==> src/rtl/adec_pkg.sv <==
package adec_pkg;

    localparam int unsigned ADEC_AW      = 32;
    localparam int unsigned ADEC_NDST    = 4;
    localparam int unsigned ADEC_PW      = $clog2(ADEC_NDST + 1);
    localparam int unsigned ADEC_CACHE_N = 3;

    typedef logic [ADEC_AW-1:0] addr_t;
    typedef logic [ADEC_PW-1:0] pid_t;

    localparam pid_t ADEC_DFLT_PID = pid_t'(ADEC_NDST);

    // one programmable window
    typedef struct packed {
        logic  en;
        addr_t base;
        addr_t limit;
    } win_t;

    // one cache slot
    typedef struct packed {
        logic  vld;
        pid_t  pid;
        addr_t base;
        addr_t limit;
    } cslot_t;

    typedef enum logic {ST_IDLE, ST_SEARCH} dec_st_e;

    function automatic logic covers(addr_t lo, addr_t hi, addr_t a);
        return (a >= lo) && (a <= hi);
    endfunction

endpackage

==> src/rtl/adec_win_table.sv <==
module adec_win_table
    import adec_pkg::*;
(
    input  logic  clk,
    input  logic  rst,
    input  logic  we,
    input  pid_t  idx,
    input  addr_t base,
    input  addr_t limit,
    input  logic  en,
    input  addr_t addr,
    output logic  hit,
    output pid_t  pid,
    output addr_t m_base,
    output addr_t m_limit,
    output logic  dflt_in
);
    localparam int unsigned NWIN = ADEC_NDST + 1;

    win_t tbl [NWIN];

    generate
        for (genvar g = 0; g < NWIN; g++) begin : g_win
            always_ff @(posedge clk) begin
                if (rst)
                    tbl[g] <= '0;
                else if (we && (idx == pid_t'(g)))
                    tbl[g] <= '{en: en, base: base, limit: limit};
            end
        end
    endgenerate

    // descending scan: lowest matching destination overrides the others
    always_comb begin
        hit     = 1'b0;
        pid     = '0;
        m_base  = '0;
        m_limit = '0;
        for (int i = ADEC_NDST - 1; i >= 0; i--) begin
            if (tbl[i].en && covers(tbl[i].base, tbl[i].limit, addr)) begin
                hit     = 1'b1;
                pid     = pid_t'(i);
                m_base  = tbl[i].base;
                m_limit = tbl[i].limit;
            end
        end
    end

    assign dflt_in = tbl[ADEC_NDST].en &&
                     covers(tbl[ADEC_NDST].base, tbl[ADEC_NDST].limit, addr);

endmodule

==> src/rtl/adec_mru_cache.sv <==
module adec_mru_cache
    import adec_pkg::*;
#(
    parameter int unsigned DEPTH = ADEC_CACHE_N
)(
    input  logic             clk,
    input  logic             rst,
    input  logic             clr,
    input  addr_t            lk_addr,
    output logic             lk_hit,
    output pid_t             lk_pid,
    input  logic             ins_en,
    input  pid_t             ins_pid,
    input  addr_t            ins_base,
    input  addr_t            ins_limit,
    output logic [DEPTH-1:0] vld
);
    cslot_t slot [DEPTH];

    generate
        for (genvar g = 0; g < DEPTH; g++) begin : g_slot
            if (g == 0) begin : g_head
                always_ff @(posedge clk) begin
                    if (rst || clr)
                        slot[g] <= '0;
                    else if (ins_en)
                        slot[g] <= '{vld: 1'b1, pid: ins_pid,
                                     base: ins_base, limit: ins_limit};
                end
            end else begin : g_tail
                always_ff @(posedge clk) begin
                    if (rst || clr)
                        slot[g] <= '0;
                    else if (ins_en)
                        slot[g] <= slot[g-1];
                end
            end
            assign vld[g] = slot[g].vld;
        end
    endgenerate

    // slot 0 has precedence: scan downward so lower slots override
    always_comb begin
        lk_hit = 1'b0;
        lk_pid = '0;
        for (int i = DEPTH - 1; i >= 0; i--) begin
            if (slot[i].vld && covers(slot[i].base, slot[i].limit, lk_addr)) begin
                lk_hit = 1'b1;
                lk_pid = slot[i].pid;
            end
        end
    end

endmodule

==> src/rtl/adec_mru_decoder.sv <==
module adec_mru_decoder
    import adec_pkg::*;
#(
    parameter int unsigned CACHE_N = ADEC_CACHE_N
)(
    input  logic                 clk,
    input  logic                 rst,
    input  logic                 cfg_we,
    input  logic [ADEC_PW-1:0]   cfg_idx,
    input  logic [ADEC_AW-1:0]   cfg_base,
    input  logic [ADEC_AW-1:0]   cfg_limit,
    input  logic                 cfg_en,
    input  logic                 use_dflt_range,
    input  logic                 cache_clr,
    input  logic                 req_valid,
    input  logic [ADEC_AW-1:0]   req_addr,
    output logic                 req_ready,
    output logic                 resp_valid,
    output logic [ADEC_PW-1:0]   resp_port,
    output logic                 resp_err
);
    dec_st_e st;
    addr_t   pend_addr;

    logic    t_hit, t_dflt_in;
    pid_t    t_pid;
    addr_t   t_base, t_limit;
    logic    c_hit;
    pid_t    c_pid;
    logic    ins_en, flush;
    logic [CACHE_N-1:0] cache_vld;
    logic    acc;

    assign req_ready = (st == ST_IDLE);
    assign acc       = req_valid && req_ready;
    assign flush     = cache_clr || cfg_we;
    assign ins_en    = (st == ST_SEARCH) && t_hit;

    adec_win_table u_tbl (
        .clk     (clk),
        .rst     (rst),
        .we      (cfg_we),
        .idx     (cfg_idx),
        .base    (cfg_base),
        .limit   (cfg_limit),
        .en      (cfg_en),
        .addr    (pend_addr),
        .hit     (t_hit),
        .pid     (t_pid),
        .m_base  (t_base),
        .m_limit (t_limit),
        .dflt_in (t_dflt_in)
    );

    adec_mru_cache #(.DEPTH(CACHE_N)) u_cache (
        .clk       (clk),
        .rst       (rst),
        .clr       (flush),
        .lk_addr   (req_addr),
        .lk_hit    (c_hit),
        .lk_pid    (c_pid),
        .ins_en    (ins_en),
        .ins_pid   (t_pid),
        .ins_base  (t_base),
        .ins_limit (t_limit),
        .vld       (cache_vld)
    );

    always_ff @(posedge clk) begin
        if (rst) begin
            st         <= ST_IDLE;
            pend_addr  <= '0;
            resp_valid <= 1'b0;
            resp_port  <= '0;
            resp_err   <= 1'b0;
        end else begin
            unique case (st)
                ST_IDLE: begin
                    resp_valid <= 1'b0;
                    if (acc) begin
                        if (c_hit) begin
                            resp_valid <= 1'b1;
                            resp_port  <= c_pid;
                            resp_err   <= 1'b0;
                        end else begin
                            pend_addr <= req_addr;
                            st        <= ST_SEARCH;
                        end
                    end
                end
                ST_SEARCH: begin
                    resp_valid <= 1'b1;
                    st         <= ST_IDLE;
                    if (t_hit) begin
                        resp_port <= t_pid;
                        resp_err  <= 1'b0;
                    end else begin
                        resp_port <= ADEC_DFLT_PID;
                        resp_err  <= use_dflt_range && !t_dflt_in;
                    end
                end
                default: st <= ST_IDLE;
            endcase
        end
    end

endmodule

==> config.mk <==
export PLATFORM = sky130hd
export DESIGN_NAME = adec_mru_decoder
export DESIGN_NICKNAME = d
export VERILOG_FILES = /design/src/rtl/adec_pkg.sv /design/src/rtl/adec_win_table.sv /design/src/rtl/adec_mru_cache.sv /design/src/rtl/adec_mru_decoder.sv
export SDC_FILE = /design/constraint.sdc
export NUM_CORES = 2
export LEC_CHECK = 0
export ABC_AREA = 1
export BUFFER_PORTS_ARGS = -buffer_cell sky130_fd_sc_hd__buf_2
export CORE_MARGIN = 2
export CORE_UTILIZATION = 64
export DETAILED_ROUTE_END_ITERATION = 6
export GPL_TIMING_DRIVEN = 0
export PLACE_DENSITY = 0.82
export SLEW_MARGIN = 20
export SYNTH_ARGS = -nofsm -noshare
export SYNTH_HDL_FRONTEND = slang
export SYNTH_SLANG_ARGS = --single-unit
export TNS_END_PERCENT = 20
==> constraint.sdc <==
create_clock -name clk -period 31 [get_ports clk]
set_input_delay 9.3 -clock clk [delete_from_list [all_inputs] [get_ports clk]]
set_output_delay 9.3 -clock clk [all_outputs]
set_load 0.02 [all_outputs]
# == After elaboration in Yosys (flattened, before gate mapping) ==
# Memory sizes are Yosys's and may differ from the RTL's.
# Cells that the tools add are included.
# word_totals
reg_bits,38
mem_bits_rw,529
input_bits,106
elab_cells,135
memories,2
# op_classes
n_lt_le_gt_ge,16
eq_ne,6
muxes,66
n_bitwise,10
n_reduce_logical,30
# memory_table
name,depth,width,read_ports,rd_clocked_by_memory_dff,wr,line,text
u_tbl.tbl,5,65,5,0,5,adec_win_table.sv:20,win_t tbl [NWIN];
u_cache.slot,3,68,3,0,3,adec_mru_cache.sv:18,cslot_t slot [DEPTH];
# op_table
operator,n
$mux 65,5
$ge 32x32->1,8
$le 32x32->1,8
$mux 32,8
$mux 68,3
$mux 1,36
$logic_and 1x1->1,24
$mux 3,6
$mux 2,4
$or 1x1->1,8
$eq 3x2->1 const B,2
$pmux 1 s2,3
$pmux 3 s2,1
$ne 2x1->1 const B,2
$eq 3x1->1 const B,1
$eq 3x3->1 const B,1
$logic_not 3->1,1
$reduce_and 3->1,1
$logic_or 1x1->1,2
$not 1->1,2
$reduce_and 2->1,1
$logic_not 1->1,1

# == Logic depth before layout (Yosys ltp) ==
# An unclocked memory read counts as a cell.
# depth
word_depth,13
ltp_mapped,22

# == Hierarchy ==
# Synthesis repeated with hierarchy kept, for this count alone.
# hier_totals
hier_cells,4346
hier_area_um2,37745.0
# by_module_without_submodules
mod,n_inst,cells_per_inst,area_each_um2
adec_win_table,1,2755,23567.6
adec_mru_cache,1,1348,12572.1
adec_mru_decoder,1,243,1605.3

# == Least setup slack after synthesis ==
# No wires, ideal clock.
# synth_path
path_kind,input port to flip-flop
from,input port cfg_we
to,"memory u_cache.slot[0][0] (netlist name), enable pin"
setup_time_ps,2696
arrival_time_ps,15462
required_ps,28304
path_slack_ps,12842
path_stages,2
n_path_buf,0
path_cell_list,nor3_1 -> o21ai_0
# synth_lines
item,line,text
from (decl),adec_mru_decoder.sv:8,"input logic cfg_we,"
to (decl),adec_mru_cache.sv:18,

# == Worst setup path in the final report ==
# layout_path
from,input port req_addr[31]
to,register pend_addr[6]
# layout_between
elab_chain_cells,8
word_cells_on_any_way,17
cone_classes,order compare (6); mux (3); bitwise (1); reduce/logical (7)
# layout_rtl
item,line,text
from (decl),adec_mru_decoder.sv:16,"input logic [ADEC_AW-1:0] req_addr,"
$ge 32x32->1 or $le 32x32->1 (tied branches),adec_pkg.sv:31,return (a >= lo) && (a <= hi);
$logic_and 1x1->1,adec_pkg.sv:31,
$logic_and 1x1->1,adec_mru_cache.sv:47,"if (slot[i].vld && covers(slot[i].base, slot[i].limit, lk_addr)) begin"
$mux 1 (2 in a row),adec_mru_cache.sv:47,
$mux 1 (*),adec_mru_cache.sv:47,
$not 1->1 (no source line) (*),-,
$reduce_and 3->1 (no source line) (*),-,
to (signal assigned),adec_mru_decoder.sv:86,pend_addr <= req_addr;
to (decl),adec_mru_decoder.sv:23,addr_t pend_addr;
# Every way passes the cells marked *; elsewhere a longest branch is shown, timed or not.
# A chain may end at the register's enable or synchronous reset.

==> impl_metrics.yaml <==
run_status:
  status: "completed"
yosys:
  synth_edf_count: 526
  seq_area_frac_synth_pct: 46.5
  synth_cells: 3985
  async_reset_ff_share_pct: 0
  netlist_area_mm2: 0.0356
  yosys_warnings: 0
  synth.avg_cell_area_um2: 8.93
  yosysUniqueCellTypes: 37
  synth-seq-cells: 564
  ys.flop_type: "edfxtp_1"
  syn_nets: 4603
placed_design:
  hpwl_um: 70500
  globalplace.congestion: 0.935
  placed_area_mm2: 0.0375
  preCtsSetupSlack_ns: 18.49
  portBuffers: 111
layout:
  fill_cells: 4081
  antenna_cells: 0
  seq_area_mm2: 0.0166
  final_common_cell: "inv_1"
  stdcell_area_mm2: 0.0394
  area_delta_synth_final_pct: 10.7
  multi_input_area_mm2: 0.0158
  final_cell_mix: "728 x inv_1, 574 x nand2_1, 561 x nor2_1"
  drive_gt1_share_pct: 8.75
  nNetsFinal: 4790
detailed_routing:
  first_iter_violations: 2811
  routedWlPerCell_um: 18.1
  route.detailed.drc: 0
  final_antenna_net_count: 0
  routed_via_density: 5.63
  via_count: 28000
  totalWireLength_um: 89900
  drtPass1Iterations: 6
global_route:
  grt_use_total_pct: 31.7
  grt_max_degree: 55
  grt-ovfl-total: 0
  grt_pass1_vias: 27500
  grt_pass1_wl_um: 140000
  antenna_found_initial: 0
clocking:
  cts_tree: "done"
  clock_path_buffers: 3
  clock-sinks: 564
  htreeDepth: 2
  cts-root-buf: "clkbuf_16"
  clkTransAtPathRegs_ns: 0.06
  cts_resized: 0
  postCtsHoldBufs: 0
  postCtsSetupRepairBufs: 0
  clkLatencyLatePin_ns: 0.64
  cts_made_buffers: 60
sta:
  slew_viol_final: 0
  max_freq_ghz: 0.0845
  fin_crit_sh_pct: 38.2
  layout_min_cycle_time_ns: 11.83
  tightest_slew_ns: 1.08
  setup_viol: 0
  hold_viol_final: 0
  fin_skew_ns: 0.0159
  fin_ws_ns: 19.17
  fin_tns_setup_ns: 0
  rsz0062_at_grt: "false"
  relSlewSlack_pct: 27.8
floorplanning:
  rows: 86
  die_area_mm2: 0.0575
  core_mm2: 0.0551
  start_util_pct: 64.6
  fp.dieH_um: 240
  pin_count: 112
  die_x_um: 240
worst_setup_path:
  reg2reg_slack_ns: 26.94
  crit_arrival_ns: 12.33
  cp-start-kind: "input pin"
  crit_type: "input pin to register"
  path_max_fanout: 10
  cp_data_required_time_ns: 31.49
  cp-end-kind: "register"
pwr:
  switching_share_pct: 28.9
  power_density_mw_per_mm2: 49.8
  clock_power_share_pct: 35.9
  p_seq_share_pct: 46.4
  intPower_w: 0.00139
  leakagePower_nw: 18.3
  vdd_ir_drop_max_uv: 43.8
  power_switching_w: 0.000568
  combPwrFrac_pct: 17.7
hold_path:
  hold_path.class: "register to register"
job:
  maxCapViolCount: 0
-- final timing paths --
check / cells after the start / to / from
setup reg to reg: 17 / u_cache.slot[0][27]$_SDFFCE_PN0P_ / pend_addr[25]$_SDFFE_PP0P_
setup / recovery: 13 / pend_addr[6]$_SDFFE_PP0P_ / req_addr[31]
hold / removal: 2 / resp_port[2]$_SDFFE_PP0P_ / resp_port[2]$_SDFFE_PP0P_
hold reg to reg: 2 / resp_port[2]$_SDFFE_PP0P_ / resp_port[2]$_SDFFE_PP0P_
-- critical path, cell delays in order --
cell and delay (ns):
buf_2 0.19, ha_1 0.34, nand2_1 0.07, nor2_1 0.14, nand2_1 0.10, nor4_1 0.56, nand4_1 0.21, nand2_1 0.23
nand3_1 0.18, nand4_1 0.18, buf_2 0.23, clkbuf_1 0.44, a21oi_1 0.15
-- layer usage --
metal	track usage, %	vias to the layer above	part of all wire (%)
li1	-	13500	-
met1	38.9	13000	38
met2	54.2	1149	48
met3	4.41	295	8.2
met4	17.2	0	5.6
met5	0	-	0
-- cells by family (layout without fill, tap and decap cells) --
family / count (synthesis) / in the layout / share of synthesized area, %
buffers and inverters: 846 / 1080 / 9.37
adders and majority gates: 512 / 512 / 18.0
and+or+nand+nor: 1642 / 1642 / 19.9
DFF: 564 / 564 / 46.5
AOI/OAI and AO/OA: 421 / 421 / 6.24
-- metrics by stage --
step	total power, W	hold slack, ns	instances	utilization (%)
6_report	0.00196	0.475	4967	71.5
4_1_cts	0.00196	0.477	4967	71.5
3_3_place_gp	0.00125	0.466	4844	67.3
3_5_place_dp	0.00126	0.470	4858	68.1
2_1_floorplan	0.00114	0.492	3985	-
5_1_grt	0.00204	0.506	4967	71.5
-- cells in the mapped netlist (2+ instances only) --
cell / number / area, µm²
a21oi_1: 272 / 1360
nand3b_1: 5 / 37.5
ha_1: 512 / 6410
nand2_1: 579 / 2170
buf_1: 4 / 15.0
o21bai_1: 8 / 60.1
o21ai_0: 103 / 515
buf_6: 2 / 22.5
nor2_1: 561 / 2110
nor2_2: 101 / 632
edfxtp_1: 526 / 15800
a21o_1: 8 / 60.1
nor3_1: 19 / 95.1
o21a_1: 22 / 165
buf_2: 21 / 105
or2_2: 2 / 12.5
dfxtp_1: 38 / 761
nor4_2: 6 / 75.1
inv_1: 728 / 2730
inv_2: 3 / 11.3
buf_8: 10 / 150
clkbuf_1: 75 / 282
nand4_1: 49 / 307
nor3b_1: 2 / 15.0
nand3_1: 309 / 1550
o211ai_1: 7 / 52.6
nor4_1: 3 / 18.8
-- state kept, by name, summed over array words and instances (netlist names) --
signal        flops
resp_valid        1
resp_port         3
u_cache.slot    201
st                1
resp_err          1
u_tbl.tbl       325
pend_addr        32
-- power groups by stage --
stage	clock network (W)	logic, W	registers (W)
after global placement	0	0.000314	0.000933
after floorplan	0	0.000222	0.000919
final	0.000705	0.000346	0.000910
after CTS	0.000710	0.000341	0.000909
after global routing	0.000738	0.000389	0.000915
after detailed placement	0	0.000336	0.000924
-- final cells by class --
type                       count  share of cell area (%)
clock inverter                25                   0.356
clock buffer                  84                    4.49
inverter                     733                    6.99
multi-input combinational   2575                    40.0
sequential                   564                    42.0
buffer                       113                    1.48
timing repair buffer         125                    2.30
tap                          748                    2.38
Power figures use the tool's default switching activity.
